===== src/rtl/spi_dma_slave.sv =====
module spi_dma_slave #(
  parameter int AW = 8,
  parameter int CW = 8
) (
  input  logic          clk,
  input  logic          rst_n,
  input  logic          cfg_start,
  input  logic [CW-1:0] cfg_count,
  input  logic [AW-1:0] cfg_tx_base,
  input  logic [AW-1:0] cfg_rx_base,
  output logic          busy,
  output logic [CW-1:0] rx_len,
  output logic          irq_done,
  output logic          irq_ovf,
  output logic          irq_ovr,
  input  logic          sck,
  input  logic          nss_n,
  input  logic          mosi,
  output logic          miso,
  output logic          miso_oe,
  output logic          mem_req,
  output logic          mem_we,
  output logic [AW-1:0] mem_addr,
  output logic [7:0]    mem_wdata,
  input  logic          mem_gnt,
  input  logic [7:0]    mem_rdata
);

  typedef enum logic [1:0] {S_IDLE, S_ARMED, S_RUN, S_TAIL} state_t;

  state_t        st;
  logic [2:0]    sck_s, nss_s;
  logic [1:0]    mosi_s;
  logic [CW-1:0] cnt_q, tx_fi, rx_cnt;
  logic [AW-1:0] txb_q, rxb_q, wr_addr;
  logic [2:0]    bitcnt;
  logic [6:0]    rx_sh;
  logic [7:0]    tx_sh, tx_nx, wr_data;
  logic          tx_v, wr_pend, ovf_seen;

  logic sck_rise, sck_fall, nss_fall, nss_hi, shifting;
  logic byte_done, wr_busy, finish, arm, wr_issue, tx_issue, rd_gnt, pend_free, tx_load;

  assign sck_rise  = sck_s[1] & ~sck_s[2];
  assign sck_fall  = ~sck_s[1] & sck_s[2];
  assign nss_fall  = ~nss_s[1] & nss_s[2];
  assign nss_hi    = nss_s[1];
  assign shifting  = (st == S_RUN) || (st == S_TAIL);
  assign byte_done = (st == S_RUN) && sck_rise && (bitcnt == 3'd7);
  assign wr_busy   = wr_pend | (mem_req & mem_we);
  assign finish    = (st == S_RUN) && ((rx_cnt == cnt_q) || nss_hi) && !wr_busy;
  assign arm       = cfg_start && (st == S_IDLE) && !mem_req;
  assign wr_issue  = !mem_req && wr_pend;
  assign tx_issue  = !mem_req && !wr_pend && (st != S_IDLE) && !tx_v && (tx_fi < cnt_q);
  assign rd_gnt    = mem_req & mem_gnt & ~mem_we;
  assign pend_free = !wr_pend || wr_issue;
  assign tx_load   = shifting && sck_fall && (bitcnt == 3'd0);

  assign busy    = (st != S_IDLE) | mem_req;
  assign rx_len  = rx_cnt;
  assign miso    = tx_sh[7];
  assign miso_oe = ~nss_n;

  always_ff @(posedge clk) begin
    if (!rst_n) begin
      st        <= S_IDLE;
      sck_s     <= 3'b000;
      nss_s     <= 3'b111;
      mosi_s    <= 2'b00;
      cnt_q     <= '0;
      tx_fi     <= '0;
      rx_cnt    <= '0;
      txb_q     <= '0;
      rxb_q     <= '0;
      wr_addr   <= '0;
      bitcnt    <= '0;
      rx_sh     <= '0;
      tx_sh     <= '0;
      tx_nx     <= '0;
      wr_data   <= '0;
      tx_v      <= 1'b0;
      wr_pend   <= 1'b0;
      ovf_seen  <= 1'b0;
      irq_done  <= 1'b0;
      irq_ovf   <= 1'b0;
      irq_ovr   <= 1'b0;
      mem_req   <= 1'b0;
      mem_we    <= 1'b0;
      mem_addr  <= '0;
      mem_wdata <= '0;
    end else begin
      sck_s    <= {sck_s[1:0], sck};
      nss_s    <= {nss_s[1:0], nss_n};
      mosi_s   <= {mosi_s[0], mosi};
      irq_done <= 1'b0;
      irq_ovf  <= 1'b0;
      irq_ovr  <= 1'b0;

      if (wr_issue) begin
        mem_req   <= 1'b1;
        mem_we    <= 1'b1;
        mem_addr  <= wr_addr;
        mem_wdata <= wr_data;
        wr_pend   <= 1'b0;
      end else if (tx_issue) begin
        mem_req  <= 1'b1;
        mem_we   <= 1'b0;
        mem_addr <= txb_q + AW'(tx_fi);
        tx_fi    <= tx_fi + 1'b1;
      end else if (mem_req && mem_gnt) begin
        mem_req <= 1'b0;
      end

      if (rd_gnt && !tx_load) begin
        tx_nx <= mem_rdata;
        tx_v  <= 1'b1;
      end

      if (shifting && sck_rise) begin
        bitcnt <= bitcnt + 1'b1;
        rx_sh  <= {rx_sh[5:0], mosi_s[1]};
      end
      if (shifting && sck_fall) begin
        if (bitcnt == 3'd0) begin
          tx_sh <= tx_v ? tx_nx : (rd_gnt ? mem_rdata : 8'h00);
          tx_v  <= 1'b0;
        end else begin
          tx_sh <= {tx_sh[6:0], 1'b0};
        end
      end

      if (byte_done) begin
        rx_cnt <= rx_cnt + 1'b1;
        if (pend_free) begin
          wr_pend <= 1'b1;
          wr_data <= {rx_sh, mosi_s[1]};
          wr_addr <= rxb_q + AW'(rx_cnt);
        end else begin
          irq_ovr <= 1'b1;
        end
      end

      case (st)
        S_IDLE: if (arm) begin
          st    <= S_ARMED;
          cnt_q <= cfg_count;
          txb_q <= cfg_tx_base;
          rxb_q <= cfg_rx_base;
          tx_fi <= '0;
          tx_v  <= 1'b0;
        end
        S_ARMED: if (nss_fall) begin
          st     <= S_RUN;
          bitcnt <= '0;
          rx_cnt <= '0;
          tx_sh  <= tx_nx;
          tx_v   <= 1'b0;
        end
        S_RUN: if (finish) begin
          irq_done <= 1'b1;
          ovf_seen <= 1'b0;
          st       <= nss_hi ? S_IDLE : S_TAIL;
        end
        S_TAIL: begin
          if (sck_rise && !ovf_seen) begin
            irq_ovf  <= 1'b1;
            ovf_seen <= 1'b1;
          end
          if (nss_hi) st <= S_IDLE;
        end
        default: st <= S_IDLE;
      endcase
    end
  end

endmodule


===== config.mk =====
export PLATFORM = sky130hd
export DESIGN_NAME = spi_dma_slave
export DESIGN_NICKNAME = d
export VERILOG_FILES = /design/src/rtl/spi_dma_slave.sv
export SDC_FILE = /design/constraint.sdc
export NUM_CORES = 1
export LEC_CHECK = 0
export ABC_AREA = 1
export BUFFER_PORTS_ARGS = -buffer_cell sky130_fd_sc_hd__buf_2
export CORE_ASPECT_RATIO = 1.5
export CORE_MARGIN = 2
export CORE_UTILIZATION = 40
export CTS_CLUSTER_DIAMETER = 60
export DETAILED_ROUTE_END_ITERATION = 10
export GPL_ROUTABILITY_DRIVEN = 0
export SYNTH_ARGS = -nofsm -noshare
export SYNTH_HDL_FRONTEND = slang
export SYNTH_SLANG_ARGS = --single-unit

===== constraint.sdc =====
create_clock -name clk -period 2.4 [get_ports clk]
set_input_delay 0.48 -clock clk [delete_from_list [all_inputs] [get_ports clk]]
set_output_delay 0.48 -clock clk [all_outputs]
set_load 0.03 [all_outputs]

After elaboration in Yosys (flattened, before gate mapping)

Cells that the tools add are included.

Bits in registers: 116
Input bits: 39
Output and inout port bits: 32
Word-level logic and storage cells: 137

$add $sub $neg: 5
$lt $le $gt $ge: 1
Equality and inequality tests: 10
Mux-type cells: 44
Bitwise logic cells: 13
Reductions and logical operators: 39

Operators with widths:

| cell                  | count |
|---|---|
| $mux W8               | 15 |
| $mux W1               | 18 |
| $logic_and A1 B1 Y1   | 17 |
| $add A8 B1 Y8 const B | 2 |
| $add A8 B8 Y8         | 2 |
| $mux W2               | 5 |
| $reduce_and A2 Y1     | 5 |
| $mux W3               | 3 |
| $eq A8 B8 Y1          | 1 |
| $lt A8 B8 Y1          | 1 |
| $ne A2 B2 Y1 const B  | 4 |
| $pmux W2 S4           | 1 |
| $and A1 B1 Y1         | 6 |
| $logic_not A1 Y1      | 6 |
| $reduce_bool A2 Y1    | 3 |
| $not A1 Y1            | 5 |
| $eq A2 B2 Y1 const B  | 2 |
| $pmux W1 S2           | 2 |
| $reduce_and A4 Y1     | 1 |
| $add A3 B1 Y3 const B | 1 |
| $eq A3 B3 Y1 const B  | 1 |
| $logic_not A3 Y1      | 1 |
| $logic_or A1 B1 Y1    | 3 |
| $reduce_and A3 Y1     | 1 |
| other kinds (5)       | 6 |

Longest topological paths before layout

Word-level depth: 11
Gate-level depth with buffers: 13
Gate-level depth less buffers: 13

Worst setup path before layout

OpenSTA, ideal clock, no wires.

Path kind: reg2reg
Start: reg rx_cnt[0] (netlist: rx_len[0])
End: reg wr_addr[6]
Library setup time: 0.109 ns
Arrival time: 1.929 ns
Slack: 0.362 ns
Cell stages (with the launch flop): 13
Path buffers: 0
Period minus slack after synthesis: 2.038 ns
Cells stage by stage: dfxtp_1 > ha_1 > inv_1 > fa_1 > nand3b_1 > nand2_1 > nand2_1 > a21boi_0 > nor2_1 > nand2_1 > nand3_1 > nand2_1 > inv_1

Cells in the longest elaborated chain, start to end: 1

RTL lines:

| what                   | line | RTL |
|---|---|---|
| from (decl)            | 34   | `logic [CW-1:0] cnt_q, tx_fi, rx_cnt;` |
| from (signal assigned) | 133  | `rx_cnt <= rx_cnt + 1'b1;` |
| $add A8 B8 Y8          | 137  | `wr_addr <= rxb_q + AW'(rx_cnt);` |
| to (signal assigned)   | 137  |  |
| to (decl)              | 35   | `logic [AW-1:0] txb_q, rxb_q, wr_addr;` |

Every way passes these cells.
A chain may end at the register's enable or synchronous reset.

Worst setup path after layout

Ends and elaborated chain as after synthesis.

==> results.toml <==
[drt]
vias = 5034
avgViaCountPerCell = 5.09
antenna_left = 0
drt-pass1-iter-count = 4
drcViolationCount = 0
drt-wirelength-per-cell_um = 14.1
totalWireLength_um = 13900
drtIter0Drc = 178

[timing]
setup_violations = 0
worst_pin_slew_ps = 563
tns_ps = 0
rsz0062_at_grt = "no"
slew_headroom_pct = 62.4
clock.fmax_mhz = 508
period_needed_ps = 1970
worst_slack_ps = 433
finalClockSkew_ps = 9.18
slew_viol_final = 0
hold_viol_final = 0
post-route-period-util_pct = 82.0
whs_ps = 256

[placement]
port-buffer-count = 70
preCtsSetupSlack_ps = 448
dp_hpwl_um = 10500

[critical_path]
path_cells = "ha_1, inv_1, fa_1, nand3b_1, nand2_1, nand2_1, a21boi_0, nor2_1, nand2_1, nand3_1, nand2_1, inv_1"
critPathLaunchType = "flop"
arrival_ps = 2260
max_stage_delay_ps = 410
path_class = "reg2reg"
cpMostUsedCell = "nand2_1"
cpMaxStageDelayCell = "dfxtp_1"
critical_path_required_ps = 2700
end_kind = "flop"
worst-path-buf-inv = 2
worstPathMaxFanout = 6
critical-path-top-delay-family = "adder cells"

[power_and_ir_drop]
ir_worst_vdd_mv = 0.396
powerDensity_mw_per_mm2 = 984
p_total_uw = 6480
leakagePower_uw = 0.00299

[finish]
layout_commonest_cell = "nand2_1"
num-fill-cells = 1365
diodes = 0
drive_gt1_share_pct = 16.0
nNetsFinal = 882
final_cell_mix = "151 x nand2_1, 116 x dfxtp_1, 93 x nor2_1, 75 x a21oi_1, 70 x buf_2"
syn_to_final_growth_pct = 21.1

[status]
status = "completed"

[die]
die_area_mm2 = 0.0146
initial_core_util_pct = 40.6
io-pin-count = 71
design.core.area_mm2 = 0.0134
rows = 52
die_height_um = 147
die_x_um = 99.2

[clock_network]
htreeDepth = 4
clk_pin_slew_worst_paths_ps = 50
cts_root_buf = "clkbuf_16"
cts.repair.resized = 0
postCtsSetupRepairBufs = 0
numCtsBuffers = 17
cts_tree = "yes"
clock-sinks = 116
postCtsHoldBufs = 0
clk_latency_ps = 400
cts.path.max_buffers = 2

[synthesis]
syn_nets = 808
yosys_warnings = 0
syn_area_mm2 = 0.00544
synthArstFlopShare_pct = 0
postSynthCellCount = 741
ys_types = 37
syn_avg_cell_area_um2 = 7.34
seq_area_frac_synth_pct = 42.7
synth_edf_count = 0
synth_ff_type = "dfxtp_1"
ys_ff_latch = 116

[global_routing]
grt_max_degree = 54
grt_pass1_wl_um = 23200
antenna_found_initial = 0
grt_pass1_vias = 4956
grt_usage_pct = 20.0
grt.overflow.total = 0

[job]
cap_viol_max_count = 0

[min_path]
min_path_type = "in2reg"
## sequential cells by signal (all words and copies together), names as in the netlist, 2 cells and up
register / cells
sck_s: 3
wr_data: 8
rx_sh: 7
mem_addr: 8
bitcnt: 3
nss_s: 3
mosi_s: 2
rxb_q: 8
st: 2
tx_nx: 8
txb_q: 8
rx_len: 8
wr_addr: 8
mem_wdata: 8
tx_sh: 8
cnt_q: 8
tx_fi: 8
## final cells by class
cell class                      instances  area (µm²)  share of cell area, %
Timing Repair Buffer                   81         445                   6.76
Multi-Input combinational cell        528        2740                   41.5
Clock inverter                          9         153                   2.32
Clock buffer                           22         464                   7.05
Inverter                               71         267                   4.04
Tap cell                              162         203                   3.08
Sequential cell                       116        2320                   35.2
## where the power goes
part | switching, µW | internal [µW]
clock | 850 | 1780
sequential | 181 | 2140
combinational | 1040 | 487
## layer usage
metal  GRT usage (%)  routed length (µm)  vias up
met2            35.3                7250      112
li1                -                   -     2571
met1            22.2                5600     2322
met5               0                   0        -
met4            9.86                 478        0
met3            4.47                 581       29
## metrics by stage
| step | instance area, µm² | cells | util (%) |
|---|---|---|---|
| after floorplan | 5440 | 741 | - |
| after global placement | 5970 | 958 | 44.6 |
| after detailed placement | 5970 | 958 | 44.6 |
| after CTS | 6590 | 989 | 49.2 |
| after global routing | 6590 | 989 | 49.2 |
| final | 6590 | 989 | 49.2 |
## path summary, 6_finish.rpt
check | start | end | slack, ps | depth (start not counted)
min reg2reg | mosi_s[0] | mosi_s[1] | 420 | 2
min | nss_n | nss_s[0] | 260 | 3
max reg2reg | rx_len[0] | wr_addr[6] | 430 | 12
max | rx_len[0] | wr_addr[6] | 430 | 12
## synthesized netlist by cell type, types with 3 or more instances
| cell type | n | area (µm²) |
|---|---|---|
| a211oi_1 | 5 | 37.5 |
| a21oi_1 | 75 | 375 |
| a31oi_1 | 12 | 75.1 |
| buf_2 | 5 | 25.0 |
| clkbuf_1 | 18 | 67.6 |
| dfxtp_1 | 116 | 2320 |
| ha_1 | 26 | 325 |
| inv_1 | 63 | 236 |
| inv_2 | 6 | 22.5 |
| nand2_1 | 151 | 567 |
| nand3_1 | 36 | 180 |
| nand3b_1 | 4 | 30.0 |
| nor2_1 | 93 | 349 |
| nor2_2 | 7 | 43.8 |
| nor2_4 | 3 | 33.8 |
| nor3_1 | 6 | 30.0 |
| o21ai_0 | 67 | 335 |
| o21ai_1 | 3 | 15.0 |
| or2_2 | 4 | 25.0 |
| xnor2_1 | 14 | 123 |
| xor2_1 | 5 | 43.8 |
## logic make-up (layout without fill, tap and decap cells)
logic type / Yosys count / after routing / synth area share (%)
flops: 116 / 116 / 42.7
fa+ha+maj: 28 / 28 / 6.72
simple gates: 311 / 311 / 23.9
xor+xnor: 19 / 19 / 3.06
buf+inv: 97 / 183 / 7.02
compound gates: 170 / 170 / 16.6
## worst reg2reg max path: cells and delay by family, from the launching register on
family                   cells  cell delay, ps
adder cells (fa/ha/maj)      2             590
buffers and inverters        2              90
AND/OR/NAND/NOR              7             570
flip-flops                   1             410
AO/OA/AOI/OAI                1             200
Power figures use the tool's default switching activity.
